$ cat src/rtl/dma_pkg.sv
// Package: shared register codes, control bit positions and sequencer states
// for the DMA controller. Assumes a two-bit register select.
package dma_pkg;

    typedef enum logic [1:0] {
        SEL_ADDR   = 2'd0,
        SEL_COUNT  = 2'd1,
        SEL_CTRL   = 2'd2,
        SEL_STATUS = 2'd3
    } regsel_e;

    localparam int CTRL_RUN_BIT   = 0;
    localparam int CTRL_TOMEM_BIT = 1;
    localparam int STAT_DONE_BIT  = 0;

    typedef enum logic [1:0] {
        ST_IDLE = 2'd0,
        ST_REQ  = 2'd1,
        ST_XFER = 2'd2
    } dma_state_e;

endpackage

$ cat src/rtl/dma_regs.sv
// Register file: address, count, control and status.
// Assumes host access and word moves never share a cycle: the pin gate only
// allows host access while the grant is low, and words move only under grant.
module dma_regs #(
    parameter int AW = 16,
    parameter int CW = 16,
    parameter int DW = 16
) (
    input  logic          clk,
    input  logic          rst_n,
    input  logic          host_wr,
    input  logic          host_rd,
    input  logic [1:0]    reg_sel,
    input  logic [DW-1:0] din,
    input  logic          moving,
    output logic [AW-1:0] addr,
    output logic          run,
    output logic          to_mem,
    output logic          done,
    output logic          cnt_one,
    output logic [DW-1:0] dout
);
    import dma_pkg::*;

    localparam logic [CW-1:0] CNT_ONE = CW'(1);

    logic [CW-1:0] count;
    regsel_e       sel;

    assign sel     = regsel_e'(reg_sel);
    assign cnt_one = (count == CNT_ONE);

    // Register updates from word moves and from host writes.
    always_ff @(posedge clk) begin
        if (!rst_n) begin
            addr   <= '0;
            count  <= '0;
            run    <= 1'b0;
            to_mem <= 1'b0;
            done   <= 1'b0;
        end else begin
            if (moving) begin
                addr  <= addr + AW'(1);
                count <= count - CW'(1);
                if (count == CNT_ONE) begin
                    run  <= 1'b0;
                    done <= 1'b1;
                end
            end
            if (host_wr) begin
                case (sel)
                    SEL_ADDR:  addr  <= din[AW-1:0];
                    SEL_COUNT: count <= din[CW-1:0];
                    SEL_CTRL: begin
                        to_mem <= din[CTRL_TOMEM_BIT];
                        if (din[CTRL_RUN_BIT]) begin
                            if (count == '0) begin
                                done <= 1'b1;
                                run  <= 1'b0;
                            end else begin
                                run <= 1'b1;
                            end
                        end else begin
                            run <= 1'b0;
                        end
                    end
                    SEL_STATUS: begin
                        if (din[STAT_DONE_BIT]) done <= 1'b0;
                    end
                    default: ;
                endcase
            end
        end
    end

    // Read multiplexer; drives zero when the host is not reading.
    always_comb begin
        dout = '0;
        if (host_rd) begin
            case (sel)
                SEL_ADDR:   dout = DW'(addr);
                SEL_COUNT:  dout = DW'(count);
                SEL_CTRL: begin
                    dout[CTRL_RUN_BIT]   = run;
                    dout[CTRL_TOMEM_BIT] = to_mem;
                end
                SEL_STATUS: dout[STAT_DONE_BIT] = done;
                default:    dout = '0;
            endcase
        end
    end

endmodule

$ cat src/rtl/dma_fsm.sv
// Bus handshake sequencer: idle, requesting, transferring.
// Assumes one word per granted clock and that run drops only via the register file.
module dma_fsm (
    input  logic clk,
    input  logic rst_n,
    input  logic run,
    input  logic dreq,
    input  logic grant,
    input  logic cnt_one,
    output logic bus_req,
    output logic moving
);
    import dma_pkg::*;

    dma_state_e state, state_nx;

    // State register.
    always_ff @(posedge clk) begin
        if (!rst_n) state <= ST_IDLE;
        else        state <= state_nx;
    end

    // Next-state decision from run, request, grant and the last-word flag.
    always_comb begin
        state_nx = state;
        case (state)
            ST_IDLE: if (run && dreq) state_nx = ST_REQ;
            ST_REQ: begin
                if (!run || !dreq) state_nx = ST_IDLE;
                else if (grant)    state_nx = ST_XFER;
            end
            ST_XFER: begin
                if (!grant)       state_nx = run ? ST_REQ : ST_IDLE;
                else if (cnt_one) state_nx = ST_IDLE;
                else if (!dreq)   state_nx = ST_IDLE;
            end
            default: state_nx = ST_IDLE;
        endcase
    end

    // Handshake outputs.
    assign bus_req = (state != ST_IDLE);
    assign moving  = (state == ST_XFER) && grant;

endmodule

$ cat src/rtl/dma_pins.sv
// Pin gate: turns the shared read/write lines into host strobes without grant,
// and into memory strobes plus acknowledge under grant.
// Assumes the grant input is synchronous to clk.
module dma_pins #(
    parameter int AW = 16
) (
    input  logic          grant,
    input  logic          csel,
    input  logic          rd_i,
    input  logic          wr_i,
    input  logic          moving,
    input  logic          to_mem,
    input  logic [AW-1:0] addr,
    output logic          host_rd,
    output logic          host_wr,
    output logic          rd_o,
    output logic          wr_o,
    output logic          dack,
    output logic [AW-1:0] addr_o
);
    // Host side: only honoured when the processor owns the bus.
    assign host_rd = csel && rd_i && !grant;
    assign host_wr = csel && wr_i && !grant;

    // Memory side: only active during a granted word.
    assign rd_o   = moving && !to_mem;
    assign wr_o   = moving && to_mem;
    assign dack   = moving;
    assign addr_o = moving ? addr : '0;

endmodule

$ cat src/rtl/dma_ctrl.sv
// Top: single-channel DMA controller. Wires the register file, the bus
// sequencer and the pin gate. Assumes AW <= DW and CW <= DW.
module dma_ctrl #(
    parameter int AW = 16,
    parameter int CW = 16,
    parameter int DW = 16
) (
    input  logic          clk,
    input  logic          rst_n,
    input  logic          csel,
    input  logic [1:0]    reg_sel,
    input  logic          rd_i,
    input  logic          wr_i,
    input  logic [DW-1:0] dbus_in,
    output logic [DW-1:0] dbus_out,
    input  logic          dreq,
    output logic          dack,
    output logic          bus_req,
    input  logic          bus_grant,
    output logic [AW-1:0] addr_o,
    output logic          rd_o,
    output logic          wr_o,
    output logic          irq
);
    logic          host_rd, host_wr, moving;
    logic          run, to_mem, done, cnt_one;
    logic [AW-1:0] addr;

    dma_regs #(.AW(AW), .CW(CW), .DW(DW)) regs_i (
        .clk(clk), .rst_n(rst_n), .host_wr(host_wr), .host_rd(host_rd),
        .reg_sel(reg_sel), .din(dbus_in), .moving(moving), .addr(addr),
        .run(run), .to_mem(to_mem), .done(done), .cnt_one(cnt_one),
        .dout(dbus_out)
    );

    dma_fsm fsm_i (
        .clk(clk), .rst_n(rst_n), .run(run), .dreq(dreq), .grant(bus_grant),
        .cnt_one(cnt_one), .bus_req(bus_req), .moving(moving)
    );

    dma_pins #(.AW(AW)) pins_i (
        .grant(bus_grant), .csel(csel), .rd_i(rd_i), .wr_i(wr_i),
        .moving(moving), .to_mem(to_mem), .addr(addr), .host_rd(host_rd),
        .host_wr(host_wr), .rd_o(rd_o), .wr_o(wr_o), .dack(dack),
        .addr_o(addr_o)
    );

    assign irq = done;

endmodule

$ cat config.mk
export PLATFORM = sky130hd
export DESIGN_NAME = dma_ctrl
export DESIGN_NICKNAME = d
export VERILOG_FILES = /design/src/rtl/dma_pkg.sv /design/src/rtl/dma_regs.sv /design/src/rtl/dma_fsm.sv /design/src/rtl/dma_pins.sv /design/src/rtl/dma_ctrl.sv
export SDC_FILE = /design/constraint.sdc
export NUM_CORES = 1
export LEC_CHECK = 0
export BUFFER_PORTS_ARGS = -buffer_cell sky130_fd_sc_hd__buf_2
export CORE_UTILIZATION = 48
export CTS_CLUSTER_SIZE = 20
export DETAILED_ROUTE_END_ITERATION = 7
export PLACE_DENSITY = 0.76
export SKIP_CTS_REPAIR_TIMING = 1
export SLEW_MARGIN = 30
export SYNTH_ARGS = -nofsm -noshare
export SYNTH_HDL_FRONTEND = slang
export SYNTH_SLANG_ARGS = --single-unit
$ cat constraint.sdc
create_clock -name clk -period 1.8 [get_ports clk]
set_clock_uncertainty 0.05 [all_clocks]
set_input_delay 0.36 -clock clk [delete_from_list [all_inputs] [get_ports clk]]
set_output_delay 0.36 -clock clk [all_outputs]
set_load 0.05 [all_outputs]
==> out/qor.yml <==
worst_hold_path:
  whs_endpoint: "fsm_i.state[1]"
  hp-class: "in2reg"
  hold_depth: 3
  hold_start: "dreq"
timing:
  hold-worst-slack_ps: 258
  maxSlewViolCount: 0
  setup_viol: 19
  layout_setup_ws_ps: -115
  period_share: 1.06
  worst_pin_slew_ps: 454
  worst_slew_margin_rel: 0.695
  tns_ps: -556
  fin_crit_ps: 1920
  finalHoldViolations: 0
  max_freq_ghz: 0.522
  rsz0062_at_grt: "yes"
die:
  die_area_um2: 5250
  fp.dieH_um: 72.5
  ios: 62
  die_w_um: 72.5
  core_area_um2: 4750
  start_util: 0.501
  rows: 25
critical_path:
  reg2reg_to: "fsm_i.state[1]"
  cpMaxStageDelayCell: "or4_4"
  cp_max_fo: 4
  r2r_cells: 4
  critPathMostFrequentCell: "or4_4"
  critPathLaunchType: "register"
  slowest_delay_ps: 550
  regToRegSetupSlack_ps: -120
  worstPathCellList: "or4_4, or4_4, o311ai_2, a21oi_1"
  crit_arrival_ps: 2050
  worstSetupEndpointType: "register"
  crit_type: "reg2reg"
  r2r_start: "regs_i.count[11]"
  critPathRequiredTime_ps: 1930
pwr:
  leakage_nw: 1.49
  power_frac_seq: 0.435
  power.internal_mw: 1.48
  p_per_area_nw_per_um2: 537
  power.switching_mw: 0.464
  swShare: 0.238
  peakVddDrop_uv: 429
  combPwrFrac: 0.118
  power_frac_clock: 0.447
  power_mw: 1.95
synth:
  synthTopCellsByArea: "dfxtp_1 31%, mux2i_1 8.4%, o21ai_0 6.1%"
  synth-async-reset-ratio: 0
  ys_types: 49
  synth.largest_area_cell: "dfxtp_1"
  synth_top_area_share: 0.311
  synth.avg_cell_area_um2: 8.02
  synth-seq-cells: 37
  syn_area_um2: 2380
  ys_seq_area_frac: 0.311
  synth_warnings: 0
  synth_ff_type: "dfxtp_1"
  synth_enable_flop_cells: 0
  syn_nets: 327
  syn-instance-count: 297
route:
  first_pass_iters: 5
  vias: 2657
  via_per_inst: 5.75
  ant_nets: 0
  drc: 0
  dr.first_iter.drc_count: 156
  wl_um: 7170
  routedWlPerCell_um: 15.5
cells_and_area:
  drive_gt1_frac: 0.425
  nNetsFinal: 424
  diodes: 0
  finalNonFillerCells: 462
  final.fill_count: 357
  final_util: 0.763
  areaGrowthSynthToFinish_pct: 52.3
  fin_area_um2: 3630
place:
  place_area_um2: 3150
  dp_slack_ps: -126
  numPortBuffers: 61
  numPlacedInstances: 446
  dp.final_hpwl_um: 5170
  place_congestion: 0.841
outcome:
  violations: "setup timing"
  status: "finished with violations"
flow_run:
  maxCapViolCount: 0
clocking:
  cts_buffers: 5
  numClockSinks: 37
  cts_root_buf: "clkbuf_8"
  clock_path_buffers: 2
  cts_tree: "done"
  cts.clk_slew.worst_paths_ps: 80
  htreeDepth: 2
  clk_latency_ps: 300
grt:
  grt_overflow: 0
  grt_max_degree: 21
  grt_pass1_wl_um: 11100
  grt_use_total: 0.273
  grt_pass1_vias: 2337
  grt_antenna_before_repair: 0
[Yosys cell counts, types with 3 or more instances]
master and number:
a211oi_1 4, o31ai_1 4, clkbuf_1 12, nor4_1 3
nor2_1 34, dfxtp_1 37, nand4_1 10, and2_1 17
xnor2_1 4, and3_1 3, inv_1 10, ha_1 5
nand3b_1 4, a21oi_1 15, xor2_1 12, nand3_1 6
nand2_1 13, mux2i_1 20, or3_1 6, or4_1 4
o21ai_0 29, a31oi_1 11
[area by class of cell]
class	instances	area, µm²	area share
inverter	11	41.3	0.0114
clock inverter	3	65.1	0.0179
tap	67	83.8	0.0231
clock buffer	5	68.8	0.0190
multi-input combinational	231	1700	0.469
sequential	37	752	0.207
timing repair buffer	108	913	0.252
[power by group through the flow]
stage | registers [mW] | clock network (mW) | logic (mW)
2_1_floorplan | 0.870 | 0 | 0.121
3_3_place_gp | 0.869 | 0 | 0.209
3_5_place_dp | 0.870 | 0 | 0.211
4_1_cts | 0.851 | 0.874 | 0.212
5_1_grt | 0.850 | 0.921 | 0.252
6_report | 0.848 | 0.871 | 0.230
[layer usage]
layer,vias to the layer above,wire (µm),global-route usage
met5,-,0,0
met4,0,101,0.0915
met3,10,392,0.0514
met2,101,3610,0.442
met1,1268,3060,0.364
li1,1278,-,-
[registers in the layout, indices dropped and copies added, names as in the netlist]
register,flops
regs_i.run,1
regs_i.count,16
regs_i.to_mem,1
fsm_i.state,2
regs_i.done,1
regs_i.addr,16
[critical path: cells and delay by family, from the launching register on]
kind | cells | cell delay [ps]
compound gates | 2 | 390
flops | 1 | 330
simple gates | 2 | 1030
[worst max-delay path by stage]
stage	startpoint	to	slack [ps]	depth (start not counted)
after global routing	regs_i.count[11]	fsm_i.state[1]	-160	4
after global placement	regs_i.count[11]	regs_i.count[14]	-80	4
after floorplan	bus_grant	dbus_out[15]	-100	3
after detailed placement	regs_i.count[11]	regs_i.count[15]	-130	4
after CTS	fsm_i.state[0]	addr_o[10]	-210	5
final	regs_i.count[11]	fsm_i.state[1]	-120	4
[cells by family after synthesis]
family,after synthesis,share of synthesized area
DFF,37,0.311
adders and majority gates,5,0.0263
AOI/OAI and AO/OA,73,0.183
xor gates and xnor gates,16,0.0588
and+or+nand+nor,116,0.273
muxes,21,0.0935
buffers and inverters,29,0.0546
[layout by cell type, fill, tap and decap left out, types with 10 or more instances in the layout]
master and n:
buf_4 46, a21oi_1 15, dfxtp_1 32, xor2_1 12, buf_8 15, buf_2 28, nand4_1 10, clkbuf_4 10
nor2_4 11, o21ai_0 29, mux2i_1 19, nor2_1 20, nand2_1 13, a31oi_1 11, and2_4 14
(Power assumes the default switching activity.)
